--- config.mk ---
export PLATFORM = sky130hd
export DESIGN_NAME = hsc_top
export DESIGN_NICKNAME = d
export VERILOG_FILES = /design/src/rtl/hsc_pkg.sv /design/src/rtl/hsc_ctrl.sv /design/src/rtl/hsc_state_regs.sv /design/src/rtl/hsc_top.sv
export SDC_FILE = /design/constraint.sdc
export NUM_CORES = 1
export LEC_CHECK = 0
export BUFFER_PORTS_ARGS = -buffer_cell sky130_fd_sc_hd__clkbuf_2
export CORE_AREA = 2 2 39 41
export DETAILED_ROUTE_END_ITERATION = 12
export DIE_AREA = 0 0 41 43
export PLACE_DENSITY = 0.67
export RECOVER_POWER = 25
export SLEW_MARGIN = 10
export SYNTH_ARGS = -nofsm -noshare
export SYNTH_HDL_FRONTEND = slang
export SYNTH_SLANG_ARGS = --single-unit
--- constraint.sdc ---
create_clock -name clk -period 1.12 [get_ports clk]
set_input_delay 0.224 -clock clk [delete_from_list [all_inputs] [get_ports clk]]
set_output_delay 0.224 -clock clk [all_outputs]
set_load 0.1 [all_outputs]
--- src/rtl/hsc_pkg.sv ---
package hsc_pkg;

  localparam int NUM_STATES = 9;
  localparam int NUM_GUARDS = 7;

  // state vector positions
  localparam int ST_IDLE = 0;
  localparam int ST_RUN  = 1;
  localparam int ST_DONE = 2;
  localparam int ST_A1   = 3;
  localparam int ST_A2   = 4;
  localparam int ST_A3   = 5;
  localparam int ST_B1   = 6;
  localparam int ST_B2   = 7;
  localparam int ST_BEND = 8;

  // guard positions
  localparam int GD_GO      = 0;
  localparam int GD_LEAVE   = 1;
  localparam int GD_RESTART = 2;
  localparam int GD_A12     = 3;
  localparam int GD_A23     = 4;
  localparam int GD_A31     = 5;
  localparam int GD_B12     = 6;

  localparam int NO_PARENT = -1;

  // transition strobes handed from control to the state registers
  typedef struct packed {
    logic go;
    logic leave;
    logic restart;
    logic a12;
    logic a23;
    logic a31;
    logic b12;
    logic b2e;
  } fireT;

  // hierarchy: sub-states of both regions hang below RUN
  function automatic int parentOf(input int idx);
    if (idx >= ST_A1 && idx <= ST_BEND) return ST_RUN;
    return NO_PARENT;
  endfunction

  // default chain from the top level downward, taken by reset
  function automatic logic [NUM_STATES-1:0] resetVector();
    logic [NUM_STATES-1:0] v;
    v = '0;
    v[ST_IDLE] = 1'b1;
    return v;
  endfunction

endpackage

--- src/rtl/hsc_ctrl.sv ---
module hsc_ctrl
  import hsc_pkg::*;
(
  input  logic [NUM_STATES-1:0] stateQ,
  input  logic [NUM_GUARDS-1:0] guardIn,
  input  logic                  evQ,
  output logic [NUM_STATES-1:0] stateActive,
  output fireT                  fire
);

  // activity is the AND of flip-flops up the hierarchy path
  for (genvar i = 0; i < NUM_STATES; i++) begin : g_active
    localparam int P = parentOf(i);
    if (P == NO_PARENT) begin : g_top
      assign stateActive[i] = stateQ[i];
    end else begin : g_sub
      assign stateActive[i] = stateQ[i] & stateQ[P];
    end
  end

  // end states that must be active before the composite can be left
  logic runEndsReached;
  assign runEndsReached = stateActive[ST_BEND];

  always_comb begin
    fire         = '0;
    fire.go      = stateActive[ST_IDLE] & guardIn[GD_GO];
    fire.leave   = stateActive[ST_RUN] & runEndsReached & guardIn[GD_LEAVE];
    fire.restart = stateActive[ST_DONE] & guardIn[GD_RESTART];
    fire.a12     = stateActive[ST_A1] & guardIn[GD_A12];
    fire.a23     = stateActive[ST_A2] & guardIn[GD_A23];
    fire.a31     = stateActive[ST_A3] & guardIn[GD_A31];
    fire.b12     = stateActive[ST_B1] & guardIn[GD_B12];
    fire.b2e     = stateActive[ST_B2] & evQ;
  end

endmodule

--- src/rtl/hsc_state_regs.sv ---
module hsc_state_regs
  import hsc_pkg::*;
(
  input  logic                  clk,
  input  logic                  rst,
  input  fireT                  fire,
  output logic [NUM_STATES-1:0] stateQ,
  output logic                  evQ
);

  logic [NUM_STATES-1:0] stateNext;
  logic [NUM_STATES-1:0] activateVec;
  logic [NUM_STATES-1:0] inactivateVec;
  logic                  evNext;
  logic                  runPathNext;

  // incoming-transition activation, plus default entry from above
  always_comb begin
    activateVec = '0;
    activateVec[ST_RUN]  = fire.go;
    activateVec[ST_DONE] = fire.leave;
    activateVec[ST_A2]   = fire.a12;
    activateVec[ST_A3]   = fire.a23;
    activateVec[ST_B2]   = fire.b12;
    activateVec[ST_BEND] = fire.b2e;
    activateVec[ST_A1]   = fire.a31;
    activateVec[ST_IDLE] = fire.restart;
  end

  // clearing conditions per state kind
  always_comb begin
    inactivateVec = '0;
    // top automaton: no history, no end state, parent is the root
    inactivateVec[ST_IDLE] = fire.go;
    inactivateVec[ST_RUN]  = fire.leave;
    inactivateVec[ST_DONE] = fire.restart;
    // history region: only own outgoing moves clear
    inactivateVec[ST_A1]   = fire.a12;
    inactivateVec[ST_A2]   = fire.a23;
    inactivateVec[ST_A3]   = fire.a31;
    // region with an end state: ordinary states cleared by own moves
    inactivateVec[ST_B1]   = fire.b12;
    inactivateVec[ST_B2]   = fire.b2e;
    // end state without history: cleared when the parent path drops
    inactivateVec[ST_BEND] = !runPathNext;
  end

  assign runPathNext = activateVec[ST_RUN] | (stateQ[ST_RUN] & !inactivateVec[ST_RUN]);

  always_comb begin
    for (int i = 0; i < NUM_STATES; i++) begin
      stateNext[i] = activateVec[i] | (stateQ[i] & !inactivateVec[i]);
    end
    // default entries: parent path next is set and no sibling will be set
    if (!stateNext[ST_RUN] && !stateNext[ST_DONE]) stateNext[ST_IDLE] = 1'b1;
    if (runPathNext && !stateNext[ST_A2] && !stateNext[ST_A3]) stateNext[ST_A1] = 1'b1;
    if (runPathNext && !stateNext[ST_B2] && !stateNext[ST_BEND]) stateNext[ST_B1] = 1'b1;
  end

  // transition-raised event lives for one clock
  assign evNext = fire.a23;

  always_ff @(posedge clk) begin
    if (rst) begin
      stateQ <= resetVector();
      evQ    <= 1'b0;
    end else begin
      stateQ <= stateNext;
      evQ    <= evNext;
    end
  end

endmodule

--- src/rtl/hsc_top.sv ---
module hsc_top
  import hsc_pkg::*;
(
  input  logic                  clk,
  input  logic                  rst,
  input  logic [NUM_GUARDS-1:0] guardIn,
  output logic [NUM_STATES-1:0] stateQ,
  output logic [NUM_STATES-1:0] stateActive,
  output logic                  eventQ
);

  fireT fire;
  logic evQ;

  hsc_ctrl u_ctrl (
    .stateQ      (stateQ),
    .guardIn     (guardIn),
    .evQ         (evQ),
    .stateActive (stateActive),
    .fire        (fire)
  );

  hsc_state_regs u_regs (
    .clk    (clk),
    .rst    (rst),
    .fire   (fire),
    .stateQ (stateQ),
    .evQ    (evQ)
  );

  assign eventQ = evQ;

endmodule

# Yosys cells after proc, flatten, opt, wreduce, memory -nomap -nowiden
# Cells that the tools add are included.
dict set report totals {
  regBits 10
  in_bits 9
  out_inout_bits 19
  wordCells 57
}
dict set report op_classes {
  mux 2
  bitwise 32
  n_reduce_logical 20
}
# op n
set op_table {}
lappend op_table {{$and 1x1->1} 24}
lappend op_table {{$logic_not 1->1} 14}
lappend op_table {{$or 1x1->1} 8}
lappend op_table {{$logic_and 1x1->1} 5}
lappend op_table {{$mux 1} 2}
lappend op_table {{$reduce_or 2->1} 1}

# Depth between registers and ports, before layout
dict set report depth {
  ltp_word 11
  mapped_depth 4
  depth_no_buf 3
}

# Cells and area by module
# Synthesis repeated with hierarchy kept, for this count alone.
dict set report unflattened {
  cells_unflattened 57
  area_unflattened_um2 514.2
}
# mod n_inst cells_each area_each_um2 seq_area_each_um2
set by_module_without_submodules {}
lappend by_module_without_submodules {hsc_state_regs 1 38 375.4 200.2}
lappend by_module_without_submodules {hsc_ctrl 1 19 138.9 0.0}

# Worst setup path before layout
# No wires, ideal clock.
dict set report synth_path {
  kind {register -> register}
  startpoint {register u_regs.stateQ[1]}
  endpoint {register u_regs.stateQ[5]}
  setup_ps 70
  arrival_time_ps 2377
  required_ps 1050
  path_slack_ps -1328
  path_stages_with_launch 5
  path_buffers 1
  period_less_slack_ps 2448
  path_cell_list {dfxtp_1 buf_4 and2_1 nand2_1 a21oi_1}
}
dict set report synth_via {
  elab_cells_between_ends 7
  cone_classes {bitwise (6); reduce/logical (1)}
}
# element line_no
set synth_lines {}
lappend synth_lines {{start, declared} hsc_state_regs.sv:7} ;# output logic [NUM_STATES-1:0] stateQ,
lappend synth_lines {{start signal, assigned} hsc_state_regs.sv:65} ;# stateQ <= resetVector();
lappend synth_lines {{start signal, assigned} hsc_state_regs.sv:68} ;# stateQ <= stateNext;
lappend synth_lines {{$and 1x1->1} hsc_ctrl.sv:17} ;# assign stateActive[i] = stateQ[i] & stateQ[P];
lappend synth_lines {{net stateActive[4]} hsc_top.sv:8} ;# output logic [NUM_STATES-1:0] stateActive,
lappend synth_lines {{$and 1x1->1} hsc_ctrl.sv:31} ;# fire.a23 = stateActive[ST_A2] & guardIn[GD_A23];
lappend synth_lines {{$or 1x1->1} hsc_state_regs.sv:52} ;# stateNext[i] = activateVec[i] | (stateQ[i] & !inactivateVec[i]);
# The timed path passes the listed nets, and every way through them passes these cells.
# A chain may end at the register's enable or synchronous reset.

# Worst setup path in the final report
dict set report layout_path {
  startpoint {register u_regs.stateQ[1]}
  endpoint {output stateActive[3]}
}
dict set report layout_via {
  elab_chain_cells 1
}
# element line_no
set layout_lines {}
lappend layout_lines {{$and 1x1->1} hsc_ctrl.sv:17}
lappend layout_lines {{end, declared} hsc_top.sv:8}
# Every way passes these cells.

==> flow_summary_export.csv <==
group,metric,value,unit
timing,fin_crit_sh,1.11,
pwr,clock_power_share,0.223,
synth,async_flop_share,0,
global_route,track_usage,0.176,
cts,clk_latency,0.26,ns
timing,setup_viol,12,
global_route,grt-ovfl-total,0,
synth,synth_top_cell_area_share,0.429,
critical_path,max_stage_delay,0.40,ns
cts,ctsLongestPathBuffers,2,
critical_path,worstReg2RegStart,"u_regs.stateQ[1]$_SDFF_PP0_",
synth,yosys_warnings,0,
critical_path,arrival,1.02,ns
synth,ys_seq_area_frac,0.429,
place,io_buffers,27,
critical_path,crit_slowest_cell,"dfxtp_4",
drt,drt_iter0_markers,5,
timing,setup_tns,-1.06,ns
synth,ys_ff_latch,10,
timing,slew_viol_final,0,
synth,yosysTopAreaCell,"dfxtp_1",
synth,synthTopCellsByArea,"dfxtp_1, and2_1, buf_4",
critical_path,worst-setup-path-type,"flip-flop to output port",
die,coreArea,1380,um2
cts,clock_sinks,10,
drt,ant_nets,0,
timing,hold_violations,0,
timing,rsz0062_at_grt,"yes",
outcome,status,"complete, but fails checks",
die,ios,28,
cells_and_area,drive_above_1_share,0.739,
pwr,p_leak,0.448,nW
drt,dr.pass1.iters,4,
place,place_area,926,um2
place,hpwl,838,um
pwr,p_comb_frac,0.433,
cells_and_area,layout.nets,102,
synth,ys_types,18,
pwr,power,1.16,mW
cts,ctsHoldBuffers,0,
cells_and_area,antenna_cells,0,
pwr,p_sw_frac,0.392,
timing,holdWs,0.211,ns
critical_path,cp_max_fo,8,
timing,fmax,807,MHz
critical_path,crit_chain,"and2_4 > buf_12",
timing,maxSlewHeadroom,0.823,
pwr,seqPwrFrac,0.345,
cts,clkTransAtPathRegs,0.07,ns
critical_path,rr_endpoint,"u_regs.stateQ[3]$_SDFF_PP0_",
synth,syn_nets,65,
timing,fin_crit,1.24,ns
die,die_w,41,um
drt,drc,0,
pwr,p_per_area,1090,nW/um2
synth,synth_edf_count,0,
cts,htree_levels,1,
cts,cts_buffers,3,
critical_path,cp-endpoint,"stateActive[3]",
cts,ctsRootBufferMaster,"clkbuf_4",
outcome,violations,"negative setup slack",
critical_path,r2r_cells,5,
timing,worst_pin_slew,0.266,ns
hold_path,hold_path.class,"primary input to flip-flop",
pwr,p_switching,454,uW
synth,syn_avg_cell_area,8.33,um2
drt,wl_per_cell,12.9,um
cells_and_area,postLayoutCellArea,1060,um2
global_route,grt_max_degree,10,
synth,syn_area,467,um2
pwr,p_int,702,uW
timing,final.setup.worst_slack,-0.120,ns
synth,synthMostInstantiatedCell,"dfxtp_1",
job,cap_violations,0,
cts,cts_tree,"built",
drt,vias,523,
pwr,ir_worst_vdd,756,uV
critical_path,cp-end-kind,"output port",
die,die_area,1760,um2
place,pre_cts_ws,0.0617,ns
synth,synth_common_cells,"dfxtp_1, nand2_1, a21oi_1",
synth,ys.flop_type,"dfxtp_1",
synth,synthCells,56,
drt,viasPerCell,4.84,
global_route,grt_pass1_vias,499,
critical_path,r2r_setup_slack,-0.10,ns
critical_path,cp.required,0.90,ns
critical_path,start_kind,"flip-flop",
place,gp_congestion,0.716,
critical_path,crit_start,"u_regs.stateQ[1]$_SDFF_PP0_",
hold_path,hp-start,"guardIn[4]",
global_route,antenna_found_initial,0,
die,start_util,0.337,
die,dieHeight,43,um
die,rows,14,
cells_and_area,syn_to_final_growth,127,%
global_route,grt_pass1_wl,2130,um
drt,postRouteWirelength,1400,um
timing,final.setup_skew,0.00548,ns
-- per-layer routing --
layer / up-vias / share of wire / routed length, um / global-route usage
met4: 0 / 0.0079 / 11 / 0.0400
met1: 237 / 0.41 / 572 / 0.239
met3: 2 / 0.075 / 105 / 0.0366
met5: - / 0 / 0 / 0
li1: 259 / - / - / -
met2: 25 / 0.51 / 707 / 0.275
-- power groups by stage --
stage	registers [mW]	clock network, mW	logic [mW]
6_report	0.398	0.257	0.500
4_1_cts	0.399	0.261	0.482
5_1_grt	0.401	0.289	0.518
2_1_floorplan	0.529	0	0.163
3_5_place_dp	0.411	0	0.442
3_3_place_gp	0.410	0	0.438
-- cells by family (layout without fill, tap and decap cells) --
family	Yosys count	after routing	share of synthesized area
AO/OA/AOI/OAI	16	16	0.239
AND/OR/NAND/NOR	22	22	0.228
buffers and inverters	8	44	0.105
flip-flops	10	10	0.429
-- through the flow --
stage / util / std cells
finish: 0.766 / 108
global route: 0.766 / 108
CTS: 0.739 / 105
global placement: 0.669 / 94
floorplan: - / 56
detailed placement: 0.669 / 94
-- cells in the final DEF (no fill, tap or decap), drive strengths merged --
| cell | count |
|---|---|
| o21a | 1 |
| nand2b | 2 |
| nor3 | 1 |
| buf | 30 |
| inv | 2 |
| a22oi | 2 |
| clkbuf | 12 |
| nand3 | 2 |
| a41o | 1 |
| dfxtp | 10 |
| o21ai | 1 |
| and2 | 6 |
| a21bo | 3 |
| a21oi | 8 |
| nand2 | 9 |
| nor2 | 2 |
-- state kept, by name, summed over array words and instances (netlist names) --
signal         cells
u_regs.stateQ      9
u_regs.evQ         1
-- layout make-up --
cell class	instances	area (um2)
tap	16	20.0
clock buffer	4	26.3
sequential	10	235
fill	93	324
inverter	2	7.51
timing repair buffer	38	500
multi-input combinational	38	270
-- worst min-delay path by stage --
stage | endpoint | depth (start not counted)
5_1_grt | u_regs.stateQ[4]$_SDFF_PP0_ | 3
2_1_floorplan | u_regs.evQ$_SDFF_PP0_ | 2
3_5_place_dp | u_regs.evQ$_SDFF_PP0_ | 3
4_1_cts | u_regs.evQ$_SDFF_PP0_ | 3
3_3_place_gp | u_regs.evQ$_SDFF_PP0_ | 3
6_report | u_regs.evQ$_SDFF_PP0_ | 3
-- critical path, delay by kind of cell (launching register included) --
family / cells / cell delay [ns]
buf+inv: 1 / 0.17
flops: 1 / 0.40
simple gates: 1 / 0.18
-- repair_timing --
item | CTS | global route
resized for setup | 7 | 7
setup buffers | 7 | 3
pin swaps | 7 | 5
endpoints found under the setup margin | 8 | 14
No activity file was read; power rests on OpenSTA's default activity.
